==> src/rtl/vg_pkg.sv <==
package vg_pkg;

    typedef enum logic [1:0] {
        VG_IDLE  = 2'd0,
        VG_ISSUE = 2'd1,
        VG_WAIT  = 2'd2
    } vg_state_e;

    // Number of active elements selected by the count code.
    function automatic logic [3:0] vg_lanes_of(input logic [1:0] code);
        case (code)
            2'd0:    return 4'd2;
            2'd1:    return 4'd4;
            default: return 4'd8;
        endcase
    endfunction

endpackage

==> src/rtl/vg_lowest_pick.sv <==
module vg_lowest_pick #(
    parameter int N   = 8,
    parameter int IXW = $clog2(N)
) (
    input  logic           clk,
    input  logic           rst_n,
    input  logic [N-1:0]   req,
    output logic           any,
    output logic [IXW-1:0] idx
);

    always_comb begin
        any = |req;
        idx = '0;
        for (int i = N - 1; i >= 0; i--) begin
            if (req[i]) idx = IXW'(i);
        end
    end


    pick_hit_chk: assert property (@(posedge clk) disable iff (!rst_n)
        any |-> req[idx]);


    pick_lowest_chk: assert property (@(posedge clk) disable iff (!rst_n)
        any |-> ((req & ((N'(1) << idx) - N'(1))) == '0));

endmodule

==> src/rtl/vg_ea_calc.sv <==
module vg_ea_calc #(
    parameter int AW = 64,
    parameter int IW = 64
) (
    input  logic [AW-1:0] base,
    input  logic [IW-1:0] index,
    input  logic [1:0]    scale_sel,
    input  logic [AW-1:0] disp,
    output logic [AW-1:0] addr
);

    logic [AW-1:0] scaled;

    always_comb begin
        scaled = AW'(index) << scale_sel;
        addr   = base + scaled + disp;
    end

endmodule

==> src/rtl/vg_lane_merge.sv <==
module vg_lane_merge #(
    parameter int LANES = 8,
    parameter int DW    = 32,
    parameter int LIXW  = $clog2(LANES)
) (
    input  logic [LANES*DW-1:0] cur,
    input  logic                wr_en,
    input  logic [LIXW-1:0]     wr_lane,
    input  logic [DW-1:0]       wr_data,
    input  logic [LANES-1:0]    keep,
    output logic [LANES*DW-1:0] nxt
);

    for (genvar l = 0; l < LANES; l++) begin : g_lane
        assign nxt[l*DW +: DW] = (wr_en && (wr_lane == LIXW'(l))) ? wr_data :
                                 (keep[l] ? cur[l*DW +: DW] : '0);
    end

endmodule

==> src/rtl/vgather_unit.sv <==
module vgather_unit #(
    parameter int LANES = 8,
    parameter int DW    = 32,
    parameter int IW    = 64,
    parameter int AW    = 64
) (
    input  logic                clk,
    input  logic                rst_n,
    input  logic                start,
    input  logic [1:0]          cnt_sel,
    input  logic [1:0]          scale_sel,
    input  logic                no_mask,
    input  logic [AW-1:0]       base_addr,
    input  logic [AW-1:0]       disp,
    input  logic [LANES*IW-1:0] index_vec,
    input  logic [LANES-1:0]    mask_in,
    input  logic [LANES*DW-1:0] dst_in,
    output logic                mem_req_valid,
    output logic [AW-1:0]       mem_req_addr,
    input  logic                mem_req_ready,
    input  logic                mem_rsp_valid,
    input  logic [DW-1:0]       mem_rsp_data,
    input  logic                mem_rsp_err,
    output logic                busy,
    output logic                done,
    output logic                fault,
    output logic [LANES*DW-1:0] dst_out,
    output logic [LANES-1:0]    mask_out
);
    import vg_pkg::*;

    localparam int LIXW = $clog2(LANES);

    typedef struct packed {
        vg_state_e           st;
        logic [LANES-1:0]    pend;
        logic [LANES-1:0]    mask;
        logic [LANES-1:0]    live;
        logic [LANES*DW-1:0] dst;
        logic [LIXW-1:0]     cur;
        logic [1:0]          scl;
        logic [AW-1:0]       base;
        logic [AW-1:0]       disp;
        logic [LANES*IW-1:0] idx;
        logic                done;
        logic                fault;
    } vg_regs_t;

    vg_regs_t s_q, s_d;

    logic                any_pend;
    logic [LIXW-1:0]     pick_idx;
    logic [AW-1:0]       ea;
    logic [LANES-1:0]    live_w;
    logic                mrg_wr;
    logic [LANES-1:0]    mrg_keep;
    logic [LANES*DW-1:0] mrg_out;

    vg_lowest_pick #(.N(LANES), .IXW(LIXW)) i_pick (
        .clk   (clk),
        .rst_n (rst_n),
        .req   (s_q.pend),
        .any   (any_pend),
        .idx   (pick_idx)
    );

    vg_ea_calc #(.AW(AW), .IW(IW)) i_ea (
        .base      (s_q.base),
        .index     (s_q.idx[int'(pick_idx)*IW +: IW]),
        .scale_sel (s_q.scl),
        .disp      (s_q.disp),
        .addr      (ea)
    );

    // Merge control depends only on registered state and response inputs.
    always_comb begin
        mrg_wr   = (s_q.st == VG_WAIT) && mem_rsp_valid && !mem_rsp_err;
        mrg_keep = ((s_q.st == VG_ISSUE) && !any_pend) ? s_q.live : '1;
    end

    vg_lane_merge #(.LANES(LANES), .DW(DW), .LIXW(LIXW)) i_merge (
        .cur     (s_q.dst),
        .wr_en   (mrg_wr),
        .wr_lane (s_q.cur),
        .wr_data (mem_rsp_data),
        .keep    (mrg_keep),
        .nxt     (mrg_out)
    );

    always_comb begin
        for (int l = 0; l < LANES; l++) begin
            live_w[l] = (l < int'(vg_lanes_of(cnt_sel)));
        end
    end

    always_comb begin
        s_d      = s_q;
        s_d.done = 1'b0;
        case (s_q.st)
            VG_IDLE: begin
                if (start) begin
                    s_d.st    = VG_ISSUE;
                    s_d.live  = live_w;
                    s_d.pend  = no_mask ? live_w : (mask_in & live_w);
                    s_d.mask  = mask_in;
                    s_d.dst   = dst_in;
                    s_d.scl   = scale_sel;
                    s_d.base  = base_addr;
                    s_d.disp  = disp;
                    s_d.idx   = index_vec;
                    s_d.fault = 1'b0;
                end
            end
            VG_ISSUE: begin
                if (!any_pend) begin
                    s_d.dst  = mrg_out;
                    s_d.mask = s_q.mask & s_q.live;
                    s_d.done = 1'b1;
                    s_d.st   = VG_IDLE;
                end else if (mem_req_ready) begin
                    s_d.cur = pick_idx;
                    s_d.st  = VG_WAIT;
                end
            end
            VG_WAIT: begin
                if (mem_rsp_valid) begin
                    if (mem_rsp_err) begin
                        s_d.fault = 1'b1;
                        s_d.done  = 1'b1;
                        s_d.st    = VG_IDLE;
                    end else begin
                        s_d.dst             = mrg_out;
                        s_d.mask[s_q.cur]   = 1'b0;
                        s_d.pend[s_q.cur]   = 1'b0;
                        s_d.st              = VG_ISSUE;
                    end
                end
            end
            default: s_d.st = VG_IDLE;
        endcase
    end

    always_ff @(posedge clk) begin
        if (!rst_n) s_q <= '0;
        else        s_q <= s_d;
    end

    assign mem_req_valid = (s_q.st == VG_ISSUE) && any_pend;
    assign mem_req_addr  = ea;
    assign busy          = (s_q.st != VG_IDLE);
    assign done          = s_q.done;
    assign fault         = s_q.fault;
    assign dst_out       = s_q.dst;
    assign mask_out      = s_q.mask;


    req_hold_chk: assert property (@(posedge clk) disable iff (!rst_n)
        (mem_req_valid && !mem_req_ready) |=> (mem_req_valid && $stable(mem_req_addr)));


    mask_clear_only_chk: assert property (@(posedge clk) disable iff (!rst_n)
        (s_q.st != VG_IDLE) |=> ((s_q.mask & ~$past(s_q.mask)) == '0));


    done_pulse_chk: assert property (@(posedge clk) disable iff (!rst_n)
        done |=> !done);


    fault_halt_chk: assert property (@(posedge clk) disable iff (!rst_n)
        ((s_q.st == VG_WAIT) && mem_rsp_valid && mem_rsp_err) |=> (!busy && fault && done));


    finish_clear_chk: assert property (@(posedge clk) disable iff (!rst_n)
        (done && !fault) |-> ((mask_out & ~s_q.live) == '0));

endmodule

==> config.mk <==
export PLATFORM = sky130hd
export DESIGN_NAME = vgather_unit
export DESIGN_NICKNAME = d
export VERILOG_FILES = /design/src/rtl/vg_pkg.sv /design/src/rtl/vg_lowest_pick.sv /design/src/rtl/vg_ea_calc.sv /design/src/rtl/vg_lane_merge.sv /design/src/rtl/vgather_unit.sv
export SDC_FILE = /design/constraint.sdc
export NUM_CORES = 2
export LEC_CHECK = 0
export CAP_MARGIN = 20
export CORE_AREA = 2 2 496 498
export CTS_BUF_LIST = sky130_fd_sc_hd__clkbuf_8
export DETAILED_ROUTE_END_ITERATION = 10
export DIE_AREA = 0 0 498 500
export GPL_TIMING_DRIVEN = 1
export PLACE_DENSITY = 0.4
export SYNTH_ARGS = -nofsm -noshare
export SYNTH_HDL_FRONTEND = slang
export SYNTH_SLANG_ARGS = --single-unit
==> constraint.sdc <==
create_clock -name clk -period 6.2 [get_ports clk]
set_input_delay 1.24 -clock clk [delete_from_list [all_inputs] [get_ports clk]]
set_output_delay 1.24 -clock clk [all_outputs]
set_load 0.005 [all_outputs]
Word level (Yosys, flattened, before mapping)
Index checks and enable logic that the tools add are counted.
Widths: inputs -> output; s select.
{"block": "op_classes", "add_sub_neg": 2, "shift": 2, "n_eq_ne": 16, "n_div": 0, "n_lt_le_gt_ge": 10, "muxes": 49, "n_mul": 0, "bitwise": 5, "reduce_logical": 28}
{"operator": "$mux 256", "count": 3}
{"operator": "$pmux 256 s3", "count": 1}
{"operator": "$mux 32", "count": 16}
{"operator": "$shiftx 512x10->64", "count": 1}
{"operator": "$mux 282", "count": 1}
{"operator": "$add 64x64->64", "count": 2}
{"operator": "$shl 64x2->64", "count": 1}
{"operator": "$and 8x8->8", "count": 4}
{"operator": "$mux 3", "count": 8}
{"operator": "$mux 8", "count": 3}
{"operator": "$pmux 8 s3", "count": 1}
{"operator": "$mux 18", "count": 1}
{"operator": "$lt 3x4->1 const A", "count": 4}
{"operator": "$mux 16", "count": 1}
{"operator": "$pmux 8 s2", "count": 1}
{"operator": "$logic_and 1x1->1", "count": 13}
{"operator": "$eq 3x3->1 const B", "count": 4}
{"operator": "$ne 2x2->1 const B", "count": 5}
{"operator": "$lt 1x4->1 const A", "count": 2}
{"operator": "$lt 2x4->1 const A", "count": 2}
{"operator": "$mux 2", "count": 4}
{"operator": "$not 8->8", "count": 1}
{"operator": "$pmux 4 s2", "count": 1}
{"operator": "$reduce_and 4->1", "count": 2}
{"operator": "20 further kinds", "count": 30}
{"block": "totals", "output_inout_bits": 332, "ff_bits": 929, "memories": 0, "latchBits": 0, "mem_bits_ro": 0, "mem_bits_rw": 0, "wordCells": 124}

Logic depth before layout (Yosys ltp)
{"block": "depth", "depth_word": 12, "ltp_mapped": 26, "mapped_depth_nobuf": 24}

Hierarchy
Synthesis repeated with hierarchy kept, for this count alone.
{"block": "hier_totals", "cells_unflattened": 5939, "hier_area_um2": 53968.0}
{"module": "vgather_unit", "area_per_inst_um2": 43456.7, "cells_each": 4625, "instances": 1}
{"module": "vg_ea_calc", "area_per_inst_um2": 6439.9, "cells_each": 693, "instances": 1}
{"module": "vg_lane_merge", "area_per_inst_um2": 3990.1, "cells_each": 608, "instances": 1}
{"module": "vg_lowest_pick", "area_per_inst_um2": 81.3, "cells_each": 13, "instances": 1}

Worst setup path before layout
OpenSTA, ideal clock, no wires.
{"block": "synth_path", "path_type": "register -> output", "startpoint": "reg s_q[925] in the netlist's numbering", "endpoint": "out mem_req_addr[59]", "path_stages_with_launch": 27, "t_arrival_ns": 5.269, "n_path_buf": 3, "path_slack_ns": -0.309, "path_cell_list": "dfxtp_1 -> inv_1 -> a21oi_1 -> nor4_1 -> a221oi_1 -> clkbuf_1 -> clkbuf_1 -> clkbuf_1 -> nand3_1 -> nand3_1 -> o21ai_0 -> mux2i_1 -> nor2_1 -> fa_1 -> ha_1 -> inv_1 -> fa_1 -> nand2b_1 -> a21oi_1 -> o211ai_1 -> a31oi_4 -> a211oi_4 -> o31ai_4 -> a41oi_2 -> o21a_1 -> o31ai_2 -> xor2_1"}
{"block": "synth_between", "elab_chain_cells": 11}
{"element": "start: declaration", "line_no": "vgather_unit.sv:49", "text": "vg_regs_t s_q, s_d;"}
{"element": "start signal: assignment", "line_no": "vgather_unit.sv:144", "text": "if (!rst_n) s_q <= '0;"}
{"element": "start signal: assignment", "line_no": "vgather_unit.sv:145", "text": "else s_q <= s_d;"}
{"element": "$mux 3 (7 in a row)", "line_no": "vg_lowest_pick.sv:16", "text": "if (req[i]) idx = IXW'(i);"}
{"element": "$shiftx 512x10->64", "line_no": "vgather_unit.sv:69", "text": ".index (s_q.idx[int'(pick_idx)*IW +: IW]),"}
{"element": "$shl 64x2->64", "line_no": "vg_ea_calc.sv:15", "text": "scaled = AW'(index) << scale_sel;"}
{"element": "$add 64x64->64 (2 in a row)", "line_no": "vg_ea_calc.sv:16", "text": "addr = base + scaled + disp;"}
{"element": "end: declaration", "line_no": "vgather_unit.sv:19", "text": "output logic [AW-1:0] mem_req_addr,"}
Every way passes these cells.

Worst setup path in the final report
{"block": "layout_path", "startpoint": "reg s_q[926] in the netlist's numbering", "endpoint": "out mem_req_addr[63]"}
{"block": "layout_between", "elab_chain_cells": 12}
{"element": "$mux 3 (8 in a row)", "line_no": "vg_lowest_pick.sv:16"}
{"element": "$shiftx 512x10->64", "line_no": "vgather_unit.sv:69"}
{"element": "$shl 64x2->64", "line_no": "vg_ea_calc.sv:15"}
{"element": "$add 64x64->64 (2 in a row)", "line_no": "vg_ea_calc.sv:16"}
Every way passes these cells.

==> impl_results.md <==
- Die width: 498 um
- Rel. slew slack: 0.215
- Post-Syn Area: 48800 um2
- Clock Skew: 69.5 ps
- #FFs+latches synth: 925
- Initial drt markers: 4564
- Class of the worst hold path: flop to flop
- RSZ-0062 raised after global routing: true
- Cell Rows: 182
- Least-Margin Pin Slew: 1180 ps
- DR pass1 iterations: 6
- Tot Pwr: 27.3 mW
- Max stage delay on crit path: 540 ps
- Number of max-cap violations: 0
- Arr. time, crit path: 6530 ps
- Hold Slack: 463 ps
- Clk sinks: 925
- Hold_buf cts: 0
- Core ar.: 244000 um2
- Power Density: 367 nW/um2
- Main synth FF type: dfxtp_1
- Fin worst setup slack: -1570 ps
- Highest fanout seen on the critical path: 41
- Status: finished, violations left
- Chip height: 500 um
- Period minus WS final: 7770 ps
- Async SR Flop Fraction: 0
- Post-Syn Instances: 6275
- Crit Path Category: flop to output pin
- Post-synth EDFFs: 0
- Inserted Clock Buffers: 189
- Vias in the first global route: 51700
- CP max stage cell: fa_1
- Leak: 31.0 nW
- Syn Nets: 7352
- Congestion Overflow GR: 0
- Clock Tree Buf Depth: 3
- Initial Util: 0.200
- Final WL: 340000 um
- # IOs: 1279
- Final ANT Viol Nets: 0
- CP startpoint kind: flop
- Drt drc: 0
- Area Overhead vs Synth: 52.4%
- DR WL/cell: 30.9 um
- TNS Setup: -62540 ps
- Max-slew violations: 0
- H-tree depth: 4
- Initial antenna violation count: 190
- Sequential share of the synthesized area: 0.379
- Failing checks: setup timing
- First-pass GRT wire length: 452000 um
- Largest net degree at the start of global routing: 184
- Final Hold Vio Count: 0
- CTS tree: yes
- Root buffer cell: clkbuf_8
- Most common cell after layout, fill and taps aside: nand2_1
- Most frequent cells in the layout: 2136 x nand2_1, 1226 x clkdlybuf4s50_1, 918 x dfxtp_1, 655 x a21boi_0, 495 x buf_4
- Crit path capture type: output pin
- Number of nets in the layout: 8668
- Max Freq: 0.129 GHz
- Die Area: 249000 um2
- Dpl ws: -1710 ps
- Crit share post-route: 1.25
- Share of cells above drive strength 1: 0.172
- Yosys cell types: 65
- Req. time, crit path: 4960 ps
- Dpl hpwl: 270000 um
- Setup violations, final: 59
- Via/cell ratio: 4.77
- Yosys warns: 0
- Port Buf Inserts: 1278
- Total GRT Usage: 0.262
- Clock Latency Late Sink: 990 ps
- Placer Congestion: 0.948
- Routed vias: 52500
- Reg clk slew, reported paths: 50 ps
- Max VDD drop: 0.216 mV
- Avg Cell Area, Syn: 7.78 um2
==> stage by stage <==
step / cell area [um2] / util / cells
finish: 74400 / 0.305 / 11000
global route: 74400 / 0.304 / 11000
CTS: 73600 / 0.301 / 10900
detailed placement: 66600 / 0.273 / 10500
global placement: 66500 / 0.272 / 10500
floorplan: 48900 / - / 6275
==> registers in the layout, indices dropped and copies added, names as in the netlist <==
register and count:
done 1, dst_out 256, fault 1, mask_out 8, s_q 659
==> metal layers <==
layer  wire [um]  GRT usage  share of wire  vias to the layer above
li1            -          -              -                    23700
met1      149000      0.343           0.44                    25900
met2      149000      0.409           0.44                     2266
met3       29300     0.0796          0.086                      560
met4       12200     0.0890          0.036                      104
met5         696          0         0.0020                        -
==> cell families (layout without fill, tap and decap cells) <==
kind of cell,Yosys count,in the layout,share of synthesized area
xor gates and xnor gates,58,58,0.0104
muxes,123,123,0.0255
buffers and inverters,830,2291,0.0844
other,0,55,0
and+or+nand+nor,2703,2703,0.222
DFF,925,925,0.379
AOI/OAI and AO/OA,1506,1506,0.235
adders and majority gates,130,130,0.0431
==> synth_stat cells (all sizes together) (2+ instances only) <==
cell / n / area, um2
and3: 7 / 43.8
o211a: 257 / 2570
nand2: 2187 / 8210
o31a: 4 / 35.0
mux2: 2 / 22.5
nor3: 15 / 75.1
o311ai: 2 / 17.5
fa: 64 / 1280
a21o: 31 / 233
o21bai: 10 / 75.1
o31ai: 7 / 71.3
a21oi: 95 / 483
nor4: 7 / 50.1
or3: 4 / 25.0
a41oi: 3 / 41.3
nor3b: 2 / 15.0
a21boi: 658 / 4940
ha: 66 / 826
a22oi: 258 / 1940
nand4: 18 / 119
nand3: 333 / 1670
and2: 38 / 238
inv: 47 / 176
nor2: 67 / 251
o22ai: 6 / 37.5
buf: 324 / 2220
dfxtp: 925 / 18500
o211ai: 8 / 60.1
xnor2: 41 / 359
a31oi: 11 / 83.8
nand2b: 14 / 87.6
xor2: 17 / 149
nor2b: 11 / 68.8
o21ai: 123 / 619
clkbuf: 459 / 1720
a311oi: 3 / 26.3
o21a: 17 / 128
mux2i: 120 / 1200
a211oi: 3 / 35.0
==> area by class of cell <==
class                      instances  area, um2
clock inverter                   104        657
multi-input combinational       4520      28800
tap                             3220       4030
inverter                          47        180
timing repair buffer            1908      18900
antenna                           55        138
sequential                       925      18500
clock buffer                     232       3190
fill                           26400     170000
==> worst paths after layout <==
path                                       startpoint                  endpoint  cells after the start  slack (ps)
worst max register to register  s_q[927]$_SDFFE_PN0P_  dst_out[58]$_SDFFE_PN0P_                     10        2140
worst min-delay path            s_q[189]$_SDFFE_PN0P_     s_q[189]$_SDFFE_PN0P_                      2         460
worst max-delay path            s_q[926]$_SDFFE_PN0P_          mem_req_addr[63]                     27       -1570
worst min register to register  s_q[189]$_SDFFE_PN0P_     s_q[189]$_SDFFE_PN0P_                      2         460
==> critical path, delay by kind of cell (launching register included) <==
kind,cells,cell delay [ps]
and+or+nand+nor,7,1120
DFF,1,340
buffers and inverters,6,930
adders and majority gates,2,850
muxes,2,310
AOI/OAI and AO/OA,9,1810
xor gates and xnor gates,1,190
==> power breakdown <==
part | switching, mW | internal, mW | leakage (nW)
clock | 3.23 | 3.53 | 2.25
combinational | 7.34 | 6.24 | 21.1
sequential | 0.427 | 6.53 | 7.62
total | 11.0 | 16.3 | 31.0
==> timing repair <==
item	in CTS	in global routing
cloned	13	5
setup buffers	71	15
setup endpoints to repair	62	62
resized for setup	631	124
pin swaps	127	78
Power figures use the tool's default switching activity.
